**src/rtl/link_bringup_seq.sv**
```systemverilog
module link_bringup_seq #(
  parameter int CLK_FREQ_HZ     = 100_000_000,
  parameter int RST_US          = 100,
  parameter int SETTLE_US       = 30_000,
  parameter int PERST_LOW_US    = 100,
  parameter int PERST_WAIT_US   = 20_000,
  parameter int LINK_TIMEOUT_US = 100_000,
  parameter int STEADY_US       = 2_000,
  parameter int OVRD_US         = 10,
  parameter logic [5:0] RCVR_LOCK = 6'h0D
) (
  input  logic        clk,
  input  logic        rst_n,
  input  logic        start,
  input  logic [31:0] dbg_status,
  input  logic [5:0]  ltssm_state,
  input  logic        rx_valid,
  output logic        core_rst,
  output logic        phy_pwrdn,
  output logic        refclk_en,
  output logic        perst_n,
  output logic        ltssm_en,
  output logic        gen1_only,
  output logic        rx_ovrd,
  output logic        link_up,
  output logic        fail
);
  localparam int CPU    = CLK_FREQ_HZ / 1_000_000;
  localparam int C_RST  = (CPU * RST_US) < 1 ? 1 : CPU * RST_US;
  localparam int C_SET  = (CPU * SETTLE_US) < 1 ? 1 : CPU * SETTLE_US;
  localparam int C_PLOW = (CPU * PERST_LOW_US) < 1 ? 1 : CPU * PERST_LOW_US;
  localparam int C_PWT  = (CPU * PERST_WAIT_US) < 1 ? 1 : CPU * PERST_WAIT_US;
  localparam int C_TO   = (CPU * LINK_TIMEOUT_US) < 1 ? 1 : CPU * LINK_TIMEOUT_US;
  localparam int C_STDY = (CPU * STEADY_US) < 1 ? 1 : CPU * STEADY_US;
  localparam int C_OVR  = (CPU * OVRD_US) < 1 ? 1 : CPU * OVRD_US;

  typedef enum logic [3:0] {
    S_IDLE, S_RST, S_SETTLE, S_PWRUP, S_PWAIT, S_CFG, S_TRAIN, S_UP, S_FAIL
  } st_t;

  st_t         st;
  logic [31:0] cnt, lim, steady, ovr_cnt;
  logic [5:0]  prev_ltssm;

  wire link_good = dbg_status[4] & ~dbg_status[29];
  wire unused_dbg = ^{dbg_status[31:30], dbg_status[28:5], dbg_status[3:0]};
  wire can_start = (st == S_IDLE) || (st == S_UP) || (st == S_FAIL);
  wire stuck = (ltssm_state == RCVR_LOCK) && !rx_valid;

  always_comb begin
    case (st)
      S_RST:    lim = 32'(C_RST);
      S_SETTLE: lim = 32'(C_SET);
      S_PWRUP:  lim = 32'(C_PLOW);
      S_PWAIT:  lim = 32'(C_PWT);
      S_TRAIN:  lim = 32'(C_TO);
      default:  lim = 32'd1;
    endcase
  end

  wire done = (cnt == lim - 32'd1);

  always_ff @(posedge clk or negedge rst_n) begin
    if (!rst_n) begin
      st  <= S_IDLE;
      cnt <= '0;
    end else if (start && can_start) begin
      st  <= S_RST;
      cnt <= '0;
    end else begin
      cnt <= cnt + 32'd1;
      case (st)
        S_RST:    if (done) begin st <= S_SETTLE; cnt <= '0; end
        S_SETTLE: if (done) begin st <= S_PWRUP;  cnt <= '0; end
        S_PWRUP:  if (done) begin st <= S_PWAIT;  cnt <= '0; end
        S_PWAIT:  if (done) begin st <= S_CFG;    cnt <= '0; end
        S_CFG:    begin st <= S_TRAIN; cnt <= '0; end
        S_TRAIN:  if (link_good) begin st <= S_UP; cnt <= '0; end
                  else if (done) begin st <= S_FAIL; cnt <= '0; end
        default:  cnt <= '0;
      endcase
    end
  end

  always_ff @(posedge clk or negedge rst_n) begin
    if (!rst_n) begin
      prev_ltssm <= '0;
      steady     <= '0;
      ovr_cnt    <= '0;
    end else begin
      prev_ltssm <= ltssm_state;
      if (st != S_UP || (start && can_start)) begin
        steady  <= '0;
        ovr_cnt <= '0;
      end else if (ovr_cnt != 0) begin
        ovr_cnt <= ovr_cnt - 32'd1;
        steady  <= '0;
      end else if (ltssm_state != prev_ltssm) begin
        steady <= '0;
      end else if (steady == 32'(C_STDY)) begin
        if (stuck) begin
          ovr_cnt <= 32'(C_OVR);
          steady  <= '0;
        end
      end else begin
        steady <= steady + 32'd1;
      end
    end
  end

  assign core_rst  = (st == S_IDLE) || (st == S_RST);
  assign phy_pwrdn = core_rst || (st == S_SETTLE);
  assign refclk_en = !phy_pwrdn;
  assign perst_n   = refclk_en && (st != S_PWRUP);
  assign gen1_only = (st == S_CFG) || (st == S_TRAIN) || (st == S_UP) || (st == S_FAIL);
  assign ltssm_en  = (st == S_TRAIN) || (st == S_UP);
  assign link_up   = (st == S_UP);
  assign fail      = (st == S_FAIL);
  assign rx_ovrd   = (ovr_cnt != 0);
endmodule

```
**config.mk**
```make
export PLATFORM = sky130hd
export DESIGN_NAME = link_bringup_seq
export DESIGN_NICKNAME = d
export VERILOG_FILES = /design/src/rtl/link_bringup_seq.sv
export SDC_FILE = /design/constraint.sdc
export NUM_CORES = 1
export LEC_CHECK = 0
export BUFFER_PORTS_ARGS = -buffer_cell sky130_fd_sc_hd__clkbuf_2
export CORE_AREA = 2 2 132 134
export DETAILED_ROUTE_END_ITERATION = 8
export DIE_AREA = 0 0 134 136
export PLACE_DENSITY_LB_ADDON = 0.05
export SYNTH_ARGS = -nofsm -noshare
export SYNTH_HDL_FRONTEND = slang
export SYNTH_SLANG_ARGS = --single-unit
```
**constraint.sdc**
```tcl
create_clock -name clk -period 2.9 [get_ports clk]
set_input_delay 0.145 -clock clk [delete_from_list [all_inputs] [get_ports clk]]
set_output_delay 0.145 -clock clk [all_outputs]
set_load 0.02 [all_outputs]
```
After elaboration in Yosys (flattened, before gate mapping)
Cells that the tools add are included.
Word-level totals
  flip-flop bits (word level): 106
  output and inout bits: 9
  logic and storage cells: 78
Operators by class
  $add $sub $neg: 4
  eq/ne operators: 21
  multiplexer cells: 23
  bitwise logic cells: 2
  reduce and logical (&&, ||, !) cells: 23
Operators by type and width (number)
  $mux W32: 13
  $pmux W24 S4: 1
  $add A32 B1 Y32 const B: 2
  $pmux W32 S2: 1
  $sub A32 B1 Y32 const B: 2
  $eq A32 B18 Y1 const B: 1
  $eq A32 B32 Y1: 1
  $reduce_bool A32 Y1: 1
  $mux W4: 7
  $pmux W4 S6: 1
  $eq A4 B3 Y1 const B: 4
  $ne A3 B3 Y1 const B: 5
  $logic_or A1 B1 Y1: 9
  $eq A4 B2 Y1 const B: 2
  $reduce_bool A7 Y1: 1
  $eq A6 B4 Y1 const B: 1
  $ne A6 B6 Y1: 1
  $reduce_and A6 Y1: 1
  $reduce_bool A3 Y1: 2
  $ne A5 B5 Y1 const B: 1
  $eq A4 B1 Y1 const B: 1
  $eq A4 B4 Y1 const B: 1
  $logic_not A4 Y1: 1
  $ne A4 B2 Y1 const B: 1
  9 further kinds: 12

Logic depth before layout (Yosys ltp)
  word-level depth: 9
  mapped depth: 12

Least setup slack after synthesis
Ideal clock, no wire load.
  kind: register to register
  start: reg ovr_cnt[0]
  end: reg steady[9]
  setup time: 0.072 ns
  data arrival time: 2.467 ns
  required time: 2.828 ns
  path slack: 0.361 ns
  cell stages (with the launch flop): 13
  buffers on the path: 3
  cells stage by stage: dfrtp_1 > inv_1 > ha_1 > or4b_1 > clkbuf_1 > nor4b_1 > and4_1 > buf_2 > inv_2 > nor2_2 > nand2b_2 > buf_2 > nor2_1
On the way
  longest elaborated chain between the ends: 3
RTL lines
  start: declaration: RTL line 42  | logic [31:0] cnt, lim, steady, ovr_cnt;
  start signal: assignment: RTL line 96  | ovr_cnt <= ovr_cnt - 32'd1;
  start signal: assignment: RTL line 102  | ovr_cnt <= 32'(C_OVR);
  $reduce_bool A32 Y1 *
  net rx_ovrd: RTL line 24  | output logic rx_ovrd,
  $mux W32: RTL line 95  | end else if (ovr_cnt != 0) begin
  $mux W32: RTL line 92  | if (st != S_UP || (start && can_start)) begin
  end signal: assignment: RTL line 106  | steady <= steady + 32'd1;
  end: declaration: RTL line 42
Mark *: on every way through the listed nets, which the timed path passes. The rest lies on a longest branch.
A chain may end at the register's enable or synchronous reset.

Final worst setup path
  start: reg ovr_cnt[0]
  end: reg ovr_cnt[6]
On the way
  longest elaborated chain between the ends: 3
RTL lines (RTL line)
  $sub A32 B1 Y32 / $reduce_bool A32 Y1 (equally long branches): 96, 95
  $mux W32, or another cell as far along: 95
  $mux W32 / $reduce_and A3 Y1 (equally long branches)
Parallel ways exist; a longest one is shown, timed or not.

==> key figures <==
Outcome
  • Status: finished, final reports clean

Setup path
  • RR Endpoint: ovr_cnt[6]$_DFFE_PN0P_
  • Worst R2R Path Depth: 9
  • CP required: 3.12 ns
  • Reg-to-reg startpoint: ovr_cnt[0]$_DFFE_PN0P_
  • Crit Path Max Fanout: 9
  • Reg2Reg Setup Slack: 0.24 ns
  • Arr. time, crit path: 2.88 ns
  • Startpoint types: flop
  • Setup crit end kind: flop
  • Critical path type: flop to flop

Global routing
  • Vias in the first global route: 4486
  • Global-route total usage across every layer: 0.158
  • Largest net degree at the start of global routing: 63
  • Initial antenna violation count: 0
  • GRT Residual Overflow: 0
  • Global-route wire length before repair: 23100 um

Clock tree
  • CTS H-tree lvls: 3
  • Clk buf depth: 2
  • Sink Count: 106
  • Reg clk slew, reported paths: 0.07 ns
  • Worst-skew pair later-pin latency: 0.35 ns
  • Cts bufs inserted: 9
  • Root Driver: clkbuf_16
  • CTS tree: done

Yosys
  • Dominant cells by area after synthesis: dfrtp_1, nor2_1, xnor2_1
  • Ys flop type: dfrtp_1
  • Syn. warnings: 0
  • Top-area cell type share of the netlist area: 0.458
  • #FFs+latches synth: 106
  • Syn nets: 683
  • Avg Cell Area, Syn: 9.09 um^2
  • Number of flops mapped to enable cells by yosys: 0
  • Post-synthesis instance area: 0.00579 mm^2
  • Post-synthesis sequential area ratio: 0.458
  • Post-synth top area cell: dfrtp_1
  • Post-synth ARST share: 1.00
  • Distinct cells, synth: 62
  • Synth top cells by count: nor2_1, dfrtp_1, nand2_1
  • Post-Synthesis Cells: 637
  • Most instantiated library cell after synthesis: nor2_1

Hold path
  • Hold path startpoint: dbg_status[4]
  • WHS Path Cells: 3
  • Hold endpoint: st[3]$_DFFE_PN0P_
  • Hold WC Path Type: primary input to flop

Power
  • Logic pwr share: 0.023
  • Power per cell area: 427 mW/mm^2
  • Net Switching: 0.611 mW
  • Power Internal: 2.23 mW
  • LEAKAGE: 2.96 nW
  • Worst IR Drop VDD: 284 uV
  • Net Sw Frac: 0.215
  • Sequential power share: 0.523
  • Clock power frac: 0.454

Timing
  • Max Freq: 0.376 GHz
  • Setup TNS: 0 ns
  • Worst hold slack: 0.176 ns
  • Fin. Hold Viols: 0
  • RSZ-0062 raised after global routing: no
  • Worst Skew: 0.00864 ns
  • Slew Limit Fails: 0
  • Headroom to the max-slew limit: 0.417
  • Final clock period utilization by the worst path: 0.917
  • Fin crit period: 2.66 ns
  • Slew @ Worst Pin: 0.871 ns
  • Setup Viol. Count Final: 0

Floorplan
  • Die height: 136 um
  • Ports: 51
  • Die W: 134 um
  • Die area: 0.0182 mm^2
  • Core area: 0.0169 mm^2
  • Initial core utilization: 0.343
  • Std cell rows: 48

Flow run
  • Max-Cap Viols: 0

Cells and area
  • # fillers: 1696
  • Layout cells sized above 1: 0.104
  • Core Util, Final: 0.394
  • P&R area growth vs syn: 14.8%
  • N_diodes: 0
  • Nets: 717

Detailed routing
  • Vias/cell: 5.16
  • Final wirelength: 13300 um
  • Final ANT Viol Nets: 0
  • # DRC: 0
  • 1st-pass router iterations: 4
  • WL/cell: 14.8 um
  • DR vias: 4653
  • Starting DRT DRC Count: 183

Placed design
  • GPL Wtd Cong: 0.849
  • Port bufs: 20
  • HPWL after DPL: 9350 um
==> power groups by stage <==
stage,Clock [mW],Sequential (mW),Combinational (mW)
2_1_floorplan,0,1.51,0.0120
3_3_place_gp,0,1.51,0.0608
3_5_place_dp,0,1.51,0.0612
4_1_cts,1.35,1.48,0.0690
5_1_grt,1.39,1.48,0.0765
6_report,1.29,1.48,0.0657
==> final cells by class <==
type / count / area (um^2) / share of cell area
inverter: 18 / 67.6 / 0.0102
clock buffer: 11 / 253 / 0.0380
sequential: 106 / 2650 / 0.399
multi-input combinational: 487 / 2970 / 0.447
tap: 225 / 282 / 0.0423
clock inverter: 5 / 61.3 / 0.00922
timing repair buffer: 49 / 363 / 0.0546
==> cells in the final DEF, fill, tap and decap left out, drive strengths merged, types with 2 or more instances in the layout <==
cell type,n
nand3,31
o311ai,4
nor4,15
or3,6
a32o,3
o21ai,14
xnor2,37
xor2,36
clkinv,3
and4,8
nor2b,4
mux2i,6
inv,19
and2,6
nand2,50
or4,7
o22ai,5
o21a,9
dfrtp,106
nand2b,9
a211o,3
a21oi,24
nand4,16
clkbuf,30
nor4bb,3
nor3b,3
and3,13
mux2,2
o31ai,3
nor2,113
dlygate4sd3,7
nor4b,6
a31oi,4
a22oi,2
ha,4
o22a,2
nor3,20
buf,23
a211oi,3
==> flip-flops by register name (all words and copies together), names as in the netlist <==
| register | cells |
|---|---|
| cnt | 32 |
| ovr_cnt | 32 |
| prev_ltssm | 6 |
| st | 4 |
| steady | 32 |
==> per-stage QoR <==
step	cell area (um^2)	power, mW	cells	setup slack (ns)
floorplan	5790	1.52	637	0.361
global placement	6260	1.57	878	0.216
finish	6650	2.84	901	0.242
detailed placement	6260	1.57	878	0.122
CTS	6640	2.90	901	0.0988
global route	6650	2.95	901	0.0267
==> layer usage <==
layer | up-vias | global-route usage | share of wire
met5 | - | 0 | 0
met4 | 0 | 0.0485 | 0.015
met3 | 18 | 0.0291 | 0.025
met2 | 71 | 0.247 | 0.45
met1 | 2256 | 0.222 | 0.51
li1 | 2308 | - | -
==> critical path: stages, from the launching register on <==
cell     delay [ns]
dfrtp_1        0.39
inv_1          0.10
ha_1           0.17
or4b_1         0.48
nor4b_1        0.27
and4_1         0.39
inv_2          0.12
nand2_1        0.31
buf_4          0.21
o22ai_1        0.08
==> worst max path at each step <==
stage / start / to / slack, ns / depth (start not counted)
3_5_place_dp: ovr_cnt[0]$_DFFE_PN0P_ / steady[14]$_DFFE_PN0P_ / 0.12 / 9
2_1_floorplan: ovr_cnt[0]$_DFFE_PN0P_ / steady[9]$_DFFE_PN0P_ / 0.36 / 12
6_report: ovr_cnt[0]$_DFFE_PN0P_ / ovr_cnt[6]$_DFFE_PN0P_ / 0.24 / 9
5_1_grt: ovr_cnt[0]$_DFFE_PN0P_ / steady[13]$_DFFE_PN0P_ / 0.03 / 9
3_3_place_gp: ovr_cnt[0]$_DFFE_PN0P_ / steady[2]$_DFFE_PN0P_ / 0.22 / 9
4_1_cts: ovr_cnt[0]$_DFFE_PN0P_ / steady[28]$_DFFE_PN0P_ / 0.1 / 9
==> repair_timing <==
item                                   CTS  global route
setup endpoints to repair                0            23
endpoints found under the hold margin   67             0
gates resized for setup                  0             1
buffers inserted                         0             0
hold buffers                             7             0
==> cells by family after synthesis <==
group                      Yosys count  share of synthesized area
xor gates and xnor gates            73                      0.110
adders and majority gates            4                    0.00864
muxes                                8                     0.0143
AOI/OAI and AO/OA                   87                      0.100
DFF                                106                      0.458
and+or+nand+nor                    315                      0.278
buffers and inverters               44                     0.0300
Power figures use the tool's default switching activity.
